[config.mk]
export PLATFORM = sky130hd
export DESIGN_NAME = fuse_shadow_reader
export DESIGN_NICKNAME = d
export VERILOG_FILES = /design/src/rtl/fsr_pkg.sv /design/src/rtl/fsr_ctrl.sv /design/src/rtl/fsr_datapath.sv /design/src/rtl/fuse_shadow_reader.sv
export SDC_FILE = /design/constraint.sdc
export NUM_CORES = 1
export LEC_CHECK = 0
export BUFFER_PORTS_ARGS = -buffer_cell sky130_fd_sc_hd__buf_2
export CORE_AREA = 8 8 242 244
export DETAILED_ROUTE_END_ITERATION = 10
export DIE_AREA = 0 0 250 252
export HOLD_SLACK_MARGIN = 0.06
export PLACE_DENSITY = 0.54
export SKIP_LAST_GASP = 1
export SLEW_MARGIN = 40
export SYNTH_ARGS = -nofsm -noshare
export SYNTH_HDL_FRONTEND = slang
export SYNTH_SLANG_ARGS = --single-unit
[constraint.sdc]
create_clock -name clk -period 7.1 [get_ports clk]
set_clock_uncertainty 0.05 [all_clocks]
set_input_delay 1.065 -clock clk [delete_from_list [all_inputs] [get_ports clk]]
set_output_delay 1.065 -clock clk [all_outputs]
set_load 0.03 [all_outputs]
[src/rtl/fsr_pkg.sv]
package fsr_pkg;

  typedef enum logic [3:0] {
    SEQ_IDLE,
    SEQ_UNLOCK,
    SEQ_PWRWAIT,
    SEQ_PGEN,
    SEQ_LOADON,
    SEQ_ROWSET,
    SEQ_STBON,
    SEQ_STBHI,
    SEQ_STBLO,
    SEQ_CAPT,
    SEQ_HOLD,
    SEQ_PDOWN,
    SEQ_READY
  } seqState_t;

  typedef struct packed {
    logic capture;
    logic accept;
  } ctrlStrobes_t;

  function automatic int nsToCycles(input int ns, input int period);
    int c;
    c = (ns + period - 1) / period;
    return (c < 1) ? 1 : c;
  endfunction

  function automatic int maxOf3(input int a, input int b, input int c);
    int m;
    m = (a > b) ? a : b;
    return (m > c) ? m : c;
  endfunction

endpackage

[src/rtl/fsr_ctrl.sv]
module fsr_ctrl
  import fsr_pkg::*;
#(
  parameter int          ROWS          = 8,
  parameter int          CLK_PERIOD_NS = 4,
  parameter int          PWR_NS        = 800,
  parameter int          STB_HI_NS     = 100,
  parameter int          STB_LO_NS     = 50,
  parameter int          HOLD_NS       = 50,
  parameter int          KEY_W         = 16,
  parameter logic [15:0] UNLOCK_KEY    = 16'h9DC4
) (
  input  logic                      clk,
  input  logic                      rstN,
  input  logic                      qValid,
  output logic                      qReady,
  output ctrlStrobes_t              strobes,
  output logic [$clog2(ROWS)-1:0]   rowSel,
  output logic [KEY_W-1:0]          fuseKey,
  output logic                      fusePd,
  output logic                      fusePs,
  output logic                      fuseCsb,
  output logic                      fuseProgEnN,
  output logic                      fuseLoad,
  output logic                      fuseStrobe
);

  localparam int SEL_W    = $clog2(ROWS);
  localparam int PWR_CYC  = nsToCycles(PWR_NS, CLK_PERIOD_NS);
  localparam int HI_CYC   = nsToCycles(STB_HI_NS, CLK_PERIOD_NS);
  localparam int LO_CYC   = nsToCycles(STB_LO_NS, CLK_PERIOD_NS);
  localparam int HOLD_CYC = nsToCycles(HOLD_NS, CLK_PERIOD_NS);
  localparam int MAX_CYC  = maxOf3(PWR_CYC, maxOf3(HI_CYC, LO_CYC, 1), HOLD_CYC);
  localparam int CNT_W    = $clog2(MAX_CYC + 1);

  seqState_t        state;
  logic [CNT_W-1:0] waitCnt;
  logic [SEL_W-1:0] rowIdx;

  assign qReady          = (state == SEQ_READY);
  assign strobes.accept  = qValid && (state == SEQ_READY);
  assign strobes.capture = (state == SEQ_CAPT);
  assign rowSel          = rowIdx;

  always_ff @(posedge clk or negedge rstN) begin
    if (!rstN) begin
      state       <= SEQ_IDLE;
      waitCnt     <= '0;
      rowIdx      <= '0;
      fuseKey     <= '0;
      fusePd      <= 1'b1;
      fusePs      <= 1'b0;
      fuseCsb     <= 1'b1;
      fuseProgEnN <= 1'b0;
      fuseLoad    <= 1'b0;
      fuseStrobe  <= 1'b0;
    end else begin
      case (state)
        SEQ_IDLE: begin
          if (qValid) begin
            fuseKey <= KEY_W'(UNLOCK_KEY);
            state   <= SEQ_UNLOCK;
          end
        end
        SEQ_UNLOCK: begin
          fusePd  <= 1'b0;
          fusePs  <= 1'b0;
          waitCnt <= '0;
          state   <= SEQ_PWRWAIT;
        end
        SEQ_PWRWAIT: begin
          if (waitCnt == CNT_W'(PWR_CYC - 1)) begin
            fuseCsb <= 1'b0;
            state   <= SEQ_PGEN;
          end else begin
            waitCnt <= waitCnt + 1'b1;
          end
        end
        SEQ_PGEN: begin
          fuseProgEnN <= 1'b1;
          state       <= SEQ_LOADON;
        end
        SEQ_LOADON: begin
          fuseLoad <= 1'b1;
          rowIdx   <= '0;
          state    <= SEQ_ROWSET;
        end
        SEQ_ROWSET: begin
          state <= SEQ_STBON;
        end
        SEQ_STBON: begin
          fuseStrobe <= 1'b1;
          waitCnt    <= '0;
          state      <= SEQ_STBHI;
        end
        SEQ_STBHI: begin
          if (waitCnt == CNT_W'(HI_CYC - 1)) begin
            fuseStrobe <= 1'b0;
            waitCnt    <= '0;
            state      <= SEQ_STBLO;
          end else begin
            waitCnt <= waitCnt + 1'b1;
          end
        end
        SEQ_STBLO: begin
          if (waitCnt == CNT_W'(LO_CYC - 1)) begin
            state <= SEQ_CAPT;
          end else begin
            waitCnt <= waitCnt + 1'b1;
          end
        end
        SEQ_CAPT: begin
          if (rowIdx == SEL_W'(ROWS - 1)) begin
            fuseCsb <= 1'b1;
            waitCnt <= '0;
            state   <= SEQ_HOLD;
          end else begin
            rowIdx <= rowIdx + 1'b1;
            state  <= SEQ_ROWSET;
          end
        end
        SEQ_HOLD: begin
          if (waitCnt == CNT_W'(HOLD_CYC - 1)) begin
            fusePd <= 1'b1;
            state  <= SEQ_PDOWN;
          end else begin
            waitCnt <= waitCnt + 1'b1;
          end
        end
        SEQ_PDOWN: begin
          fuseKey <= '0;
          state   <= SEQ_READY;
        end
        SEQ_READY: begin
          state <= SEQ_READY;
        end
        default: state <= SEQ_IDLE;
      endcase
    end
  end

endmodule

[src/rtl/fsr_datapath.sv]
module fsr_datapath
  import fsr_pkg::*;
#(
  parameter int ROWS      = 8,
  parameter int ROW_W     = 32,
  parameter int ROW_IDX_W = 4,
  parameter int BIT_IDX_W = 6
) (
  input  logic                    clk,
  input  logic                    rstN,
  input  ctrlStrobes_t            strobes,
  input  logic [$clog2(ROWS)-1:0] rowSel,
  input  logic [ROW_W-1:0]        fuseData,
  input  logic [ROW_IDX_W-1:0]    qRow1,
  input  logic [ROW_IDX_W-1:0]    qRow2,
  input  logic [BIT_IDX_W-1:0]    qHigh,
  input  logic [BIT_IDX_W-1:0]    qLow,
  output logic                    rValid,
  output logic [ROW_W-1:0]        rData,
  output logic                    rErr
);

  localparam int SEL_W = $clog2(ROWS);

  logic [ROW_W-1:0] rowWords [ROWS];

  // one shadow register per fuse row, loaded only on its own capture slot
  for (genvar g = 0; g < ROWS; g++) begin : gShadow
    logic [ROW_W-1:0] word;
    always_ff @(posedge clk or negedge rstN) begin
      if (!rstN) begin
        word <= '0;
      end else if (strobes.capture && (rowSel == SEL_W'(g))) begin
        word <= fuseData;
      end
    end
    assign rowWords[g] = word;
  end

  logic                 highOk, lowOk, row1Ok, row2Ok, queryOk;
  logic [ROW_W-1:0]     merged, shifted, fieldMask, fieldVal;
  logic [BIT_IDX_W-1:0] span;
  logic [BIT_IDX_W:0]   fieldWidth;

  always_comb begin
    highOk  = int'(qHigh) < ROW_W;
    lowOk   = qLow <= qHigh;
    row1Ok  = int'(qRow1) < ROWS;
    row2Ok  = int'(qRow2) < ROWS;
    queryOk = highOk && lowOk && row1Ok && row2Ok;

    merged     = rowWords[qRow1[SEL_W-1:0]] | rowWords[qRow2[SEL_W-1:0]];
    shifted    = merged >> qLow;
    span       = qHigh - qLow;
    fieldWidth = {1'b0, span} + (BIT_IDX_W + 1)'(1);
    // a shift by the full word width clears everything, so the inverse is all ones
    fieldMask  = ~({ROW_W{1'b1}} << fieldWidth);
    fieldVal   = queryOk ? (shifted & fieldMask) : '0;
  end

  always_ff @(posedge clk or negedge rstN) begin
    if (!rstN) begin
      rValid <= 1'b0;
      rData  <= '0;
      rErr   <= 1'b0;
    end else begin
      rValid <= strobes.accept;
      if (strobes.accept) begin
        rData <= fieldVal;
        rErr  <= !queryOk;
      end
    end
  end

endmodule

[src/rtl/fuse_shadow_reader.sv]
module fuse_shadow_reader
  import fsr_pkg::*;
#(
  parameter int          ROWS          = 8,
  parameter int          ROW_W         = 32,
  parameter int          ROW_IDX_W     = 4,
  parameter int          BIT_IDX_W     = 6,
  parameter int          CLK_PERIOD_NS = 4,
  parameter int          PWR_NS        = 800,
  parameter int          STB_HI_NS     = 100,
  parameter int          STB_LO_NS     = 50,
  parameter int          HOLD_NS       = 50,
  parameter int          KEY_W         = 16,
  parameter logic [15:0] UNLOCK_KEY    = 16'h9DC4
) (
  input  logic                    clk,
  input  logic                    rstN,
  input  logic                    qValid,
  input  logic [ROW_IDX_W-1:0]    qRow1,
  input  logic [ROW_IDX_W-1:0]    qRow2,
  input  logic [BIT_IDX_W-1:0]    qHigh,
  input  logic [BIT_IDX_W-1:0]    qLow,
  output logic                    qReady,
  output logic                    rValid,
  output logic [ROW_W-1:0]        rData,
  output logic                    rErr,
  output logic [KEY_W-1:0]        fuseKey,
  output logic                    fusePd,
  output logic                    fusePs,
  output logic                    fuseCsb,
  output logic                    fuseProgEnN,
  output logic                    fuseLoad,
  output logic                    fuseStrobe,
  output logic [$clog2(ROWS)-1:0] fuseRow,
  input  logic [ROW_W-1:0]        fuseData
);

  ctrlStrobes_t            strobes;
  logic [$clog2(ROWS)-1:0] rowSel;

  fsr_ctrl #(
    .ROWS(ROWS), .CLK_PERIOD_NS(CLK_PERIOD_NS), .PWR_NS(PWR_NS),
    .STB_HI_NS(STB_HI_NS), .STB_LO_NS(STB_LO_NS), .HOLD_NS(HOLD_NS),
    .KEY_W(KEY_W), .UNLOCK_KEY(UNLOCK_KEY)
  ) uCtrl (
    .clk(clk), .rstN(rstN), .qValid(qValid), .qReady(qReady),
    .strobes(strobes), .rowSel(rowSel), .fuseKey(fuseKey),
    .fusePd(fusePd), .fusePs(fusePs), .fuseCsb(fuseCsb),
    .fuseProgEnN(fuseProgEnN), .fuseLoad(fuseLoad), .fuseStrobe(fuseStrobe)
  );

  assign fuseRow = rowSel;

  fsr_datapath #(
    .ROWS(ROWS), .ROW_W(ROW_W), .ROW_IDX_W(ROW_IDX_W), .BIT_IDX_W(BIT_IDX_W)
  ) uData (
    .clk(clk), .rstN(rstN), .strobes(strobes), .rowSel(rowSel),
    .fuseData(fuseData), .qRow1(qRow1), .qRow2(qRow2), .qHigh(qHigh),
    .qLow(qLow), .rValid(rValid), .rData(rData), .rErr(rErr)
  );

endmodule

==> results.toml <==
[run_status]
status = "finished clean"

[floorplan]
die_h_um = 252
pin_count = 115
die_w_um = 250
die_area_um2 = 63000
start_util = 0.347
coreArea_um2 = 54700
fp-row-count = 86

[worst_setup_path]
critical_path_class = "input port to flip-flop"
crit_chain = "buf_2, inv_1, buf_4, ha_1, or2_2, o22ai_1, xor2_1, o21ai_0, nand4_1, o21ai_0, o41ai_1"
crit_top_cell = "o21ai_0"
cp-end-kind = "flip-flop"
cp_max_fo = 30
start_kind = "input port"
crit_required_ns = 7.50
crit_arrival_ns = 4.80
slowest_stage = "xor2_1"
cpPeakStageDelay_ns = 0.55

[synthesis]
yosys_most_used_dff = "dfrtp_1"
synth_edf_count = 0
synth_async_sr_flop_share = 1.00
ys_seq_elements = 311
synth_area_leaders = "dfrtp_1 41%, mux2_2 16%, mux4_2 13%"
synth_top_area_frac = 0.407
ys_warn_count = 0
postSynthCellCount = 1470
synth_area_um2 = 19000
synth_top_area_cell = "dfrtp_1"
ys_seq_area_frac = 0.410
avgSynthCellArea_um2 = 12.9
ys_types = 81

[min_path]
hold_class = "input port to async pin"

[global_routing]
grt_pass1_vias = 13776
antenna_found_initial = 9
grt_first_pass_wirelength_um = 85900
grt_max_degree = 90
track_usage = 0.173
overflow = 0

[clock_network]
htreeDepth = 2
path_clk_slew_ns = 0.07
cts-resized-gates = 0
holdBufCountCts = 0
cts_buffers = 37
clk_latency_ns = 0.56
cts_setup_buffers = 0
cts_root_buffer = "clkbuf_16"
cts_buffer_depth = 3
clock-sinks = 311
cts_tree = "built"

[route]
post-route-drc-count = 0
wirelength_um = 55400
drt_iter0_markers = 837
post_drt_wl_per_cell_um = 24.5
routed_via_density = 5.88
vias = 13295
ant_nets = 0
drtPass1Iterations = 5

[timing]
max_freq_ghz = 0.227
relSlewSlack = 0.453
rsz0062_at_grt = "no"
timing.final.max_slew_violations = 0
whs_ns = 0.334
finalSetupViolCount = 0
tightestPinTransition_ns = 0.820
hold_viol_final = 0
fin_crit_sh = 0.620
finalCriticalPeriod_ns = 4.40
finalSetupTns_ns = 0

[place]
gp_congestion = 0.900
placed_cell_area_um2 = 20000
post-dp-hpwl_um = 37300
numPortBuffers = 105

[job]
cap_viol_max_count = 0

[power_and_ir_drop]
power_leakage_uw = 0.00870
power.density_nw_per_um2 = 217
ir_worst_vdd_mv = 0.128

[final_layout]
drive_gt1_frac = 0.380
postLayoutCellArea_um2 = 21200
nets = 1601
area_delta_synth_final_pct = 11.6
final timing paths:
path | from | endpoint | slack (ns) | cells past startpoint
setup / recovery | qLow[2] | uData.rData[12] | 2.70 | 11
hold / removal | rstN | uData.rData[23] | 0.33 | 1
setup reg to reg | uCtrl.state[0] | uData.rData[28] | 3.28 | 9
hold reg to reg | uCtrl.fuseLoad | uCtrl.fuseLoad | 0.40 | 1
max in group asynchronous | rstN | uCtrl.fusePd | 5.43 | 3
min in group clk | uCtrl.fuseLoad | uCtrl.fuseLoad | 0.40 | 1
registers in the layout, summed over array words and instances, names as in the netlist:
name                flops
uData.gShadow.word    256
uData.rData            32
uCtrl.waitCnt           8
uCtrl.state             4
uCtrl.rowSel            3
uCtrl.fuseCsb           1
uCtrl.fuseKey           1
uCtrl.fuseLoad          1
uCtrl.fusePd            1
uCtrl.fuseProgEnN       1
uCtrl.fuseStrobe        1
uData.rErr              1
uData.rValid            1
cell usage after synthesis (all sizes together), types with 13 or more instances:
master and number:
nand2 82, nor3 13, nand4 18, o21ai 48, mux2 273, ha 15
and2 22, o22ai 13, dfrtp 309, mux4 141, mux2i 70, buf 78
nand2b 15, clkbuf 36, inv 25, nor2 40, nand3 73, a21oi 25
o211ai 15
report_power, final:
| group | internal, uW | switching (uW) | total (uW) | leakage, uW |
|---|---|---|---|---|
| Clock | 1140 | 775 | 1920 | 0.000586 |
| Combinational | 332 | 451 | 784 | 0.00440 |
| Sequential | 1850 | 54.6 | 1900 | 0.00372 |
| Total | 3320 | 1280 | 4610 | 0.00870 |
cell type report:
type,instances,area (um2)
tap,704,881
timing repair buffer,127,763
fill,5146,33500
clock buffer,51,1010
inverter,25,93.8
sequential,311,7780
clock inverter,12,186
antenna,2,5.00
multi-input combinational,1028,10500
logic make-up after synthesis:
kind of cell,count (synthesis),synth area share
compound gates,209,0.0804
xor+xnor,9,0.00488
fa+ha+maj,16,0.0109
buf+inv,139,0.0424
flops,311,0.410
mux,484,0.372
other cells,1,0.000198
simple gates,301,0.0792
layout by cell type (no fill, tap or decap), drive strengths merged, types with 5 or more instances in the layout:
cell type and count:
a32o 12, nor2b 9, mux4 141, conb 9, clkinv 5, a211oi 7
nand2 82, ha 15, clkbuf 51, xnor2 5, o211ai 15, nor3 13
and2 22, inv 28, a21boi 5, mux2i 70, mux2 273, o21ai 48
dfrtp 309, a21oi 25, o22ai 13, o2111ai 6, nand2b 15, o31ai 11
a22o 7, nor2 40, o41ai 10, and3 7, nand4 18, buf 127
nand3 73, a32oi 8
per-layer routing:
metal | vias to the layer above | global-route usage | part of all wire
met1 | 6879 | 0.232 | 0.45
met3 | 119 | 0.0343 | 0.057
met5 | - | 0 | 0.00083
met4 | 8 | 0.0590 | 0.030
met2 | 425 | 0.279 | 0.47
li1 | 5864 | - | -
metrics by stage:
step / power, uW / setup slack (ns) / util / instances
finish: 4610 / 2.70 / 0.388 / 2260
global placement: 2690 / 2.31 / 0.364 / 2193
floorplan: 2460 / 2.48 / - / 1478
CTS: 4650 / 2.83 / 0.387 / 2258
detailed placement: 2710 / 2.22 / 0.365 / 2195
global route: 4790 / 2.34 / 0.387 / 2259
worst max-delay path, delay by kind of cell:
kind	cells	cell delay, ns
simple gates	2	0.80
fa+ha+maj	1	0.27
buf+inv	3	0.71
xor+xnor	1	0.55
compound gates	4	1.35
No activity file was read; power rests on OpenSTA's default activity.
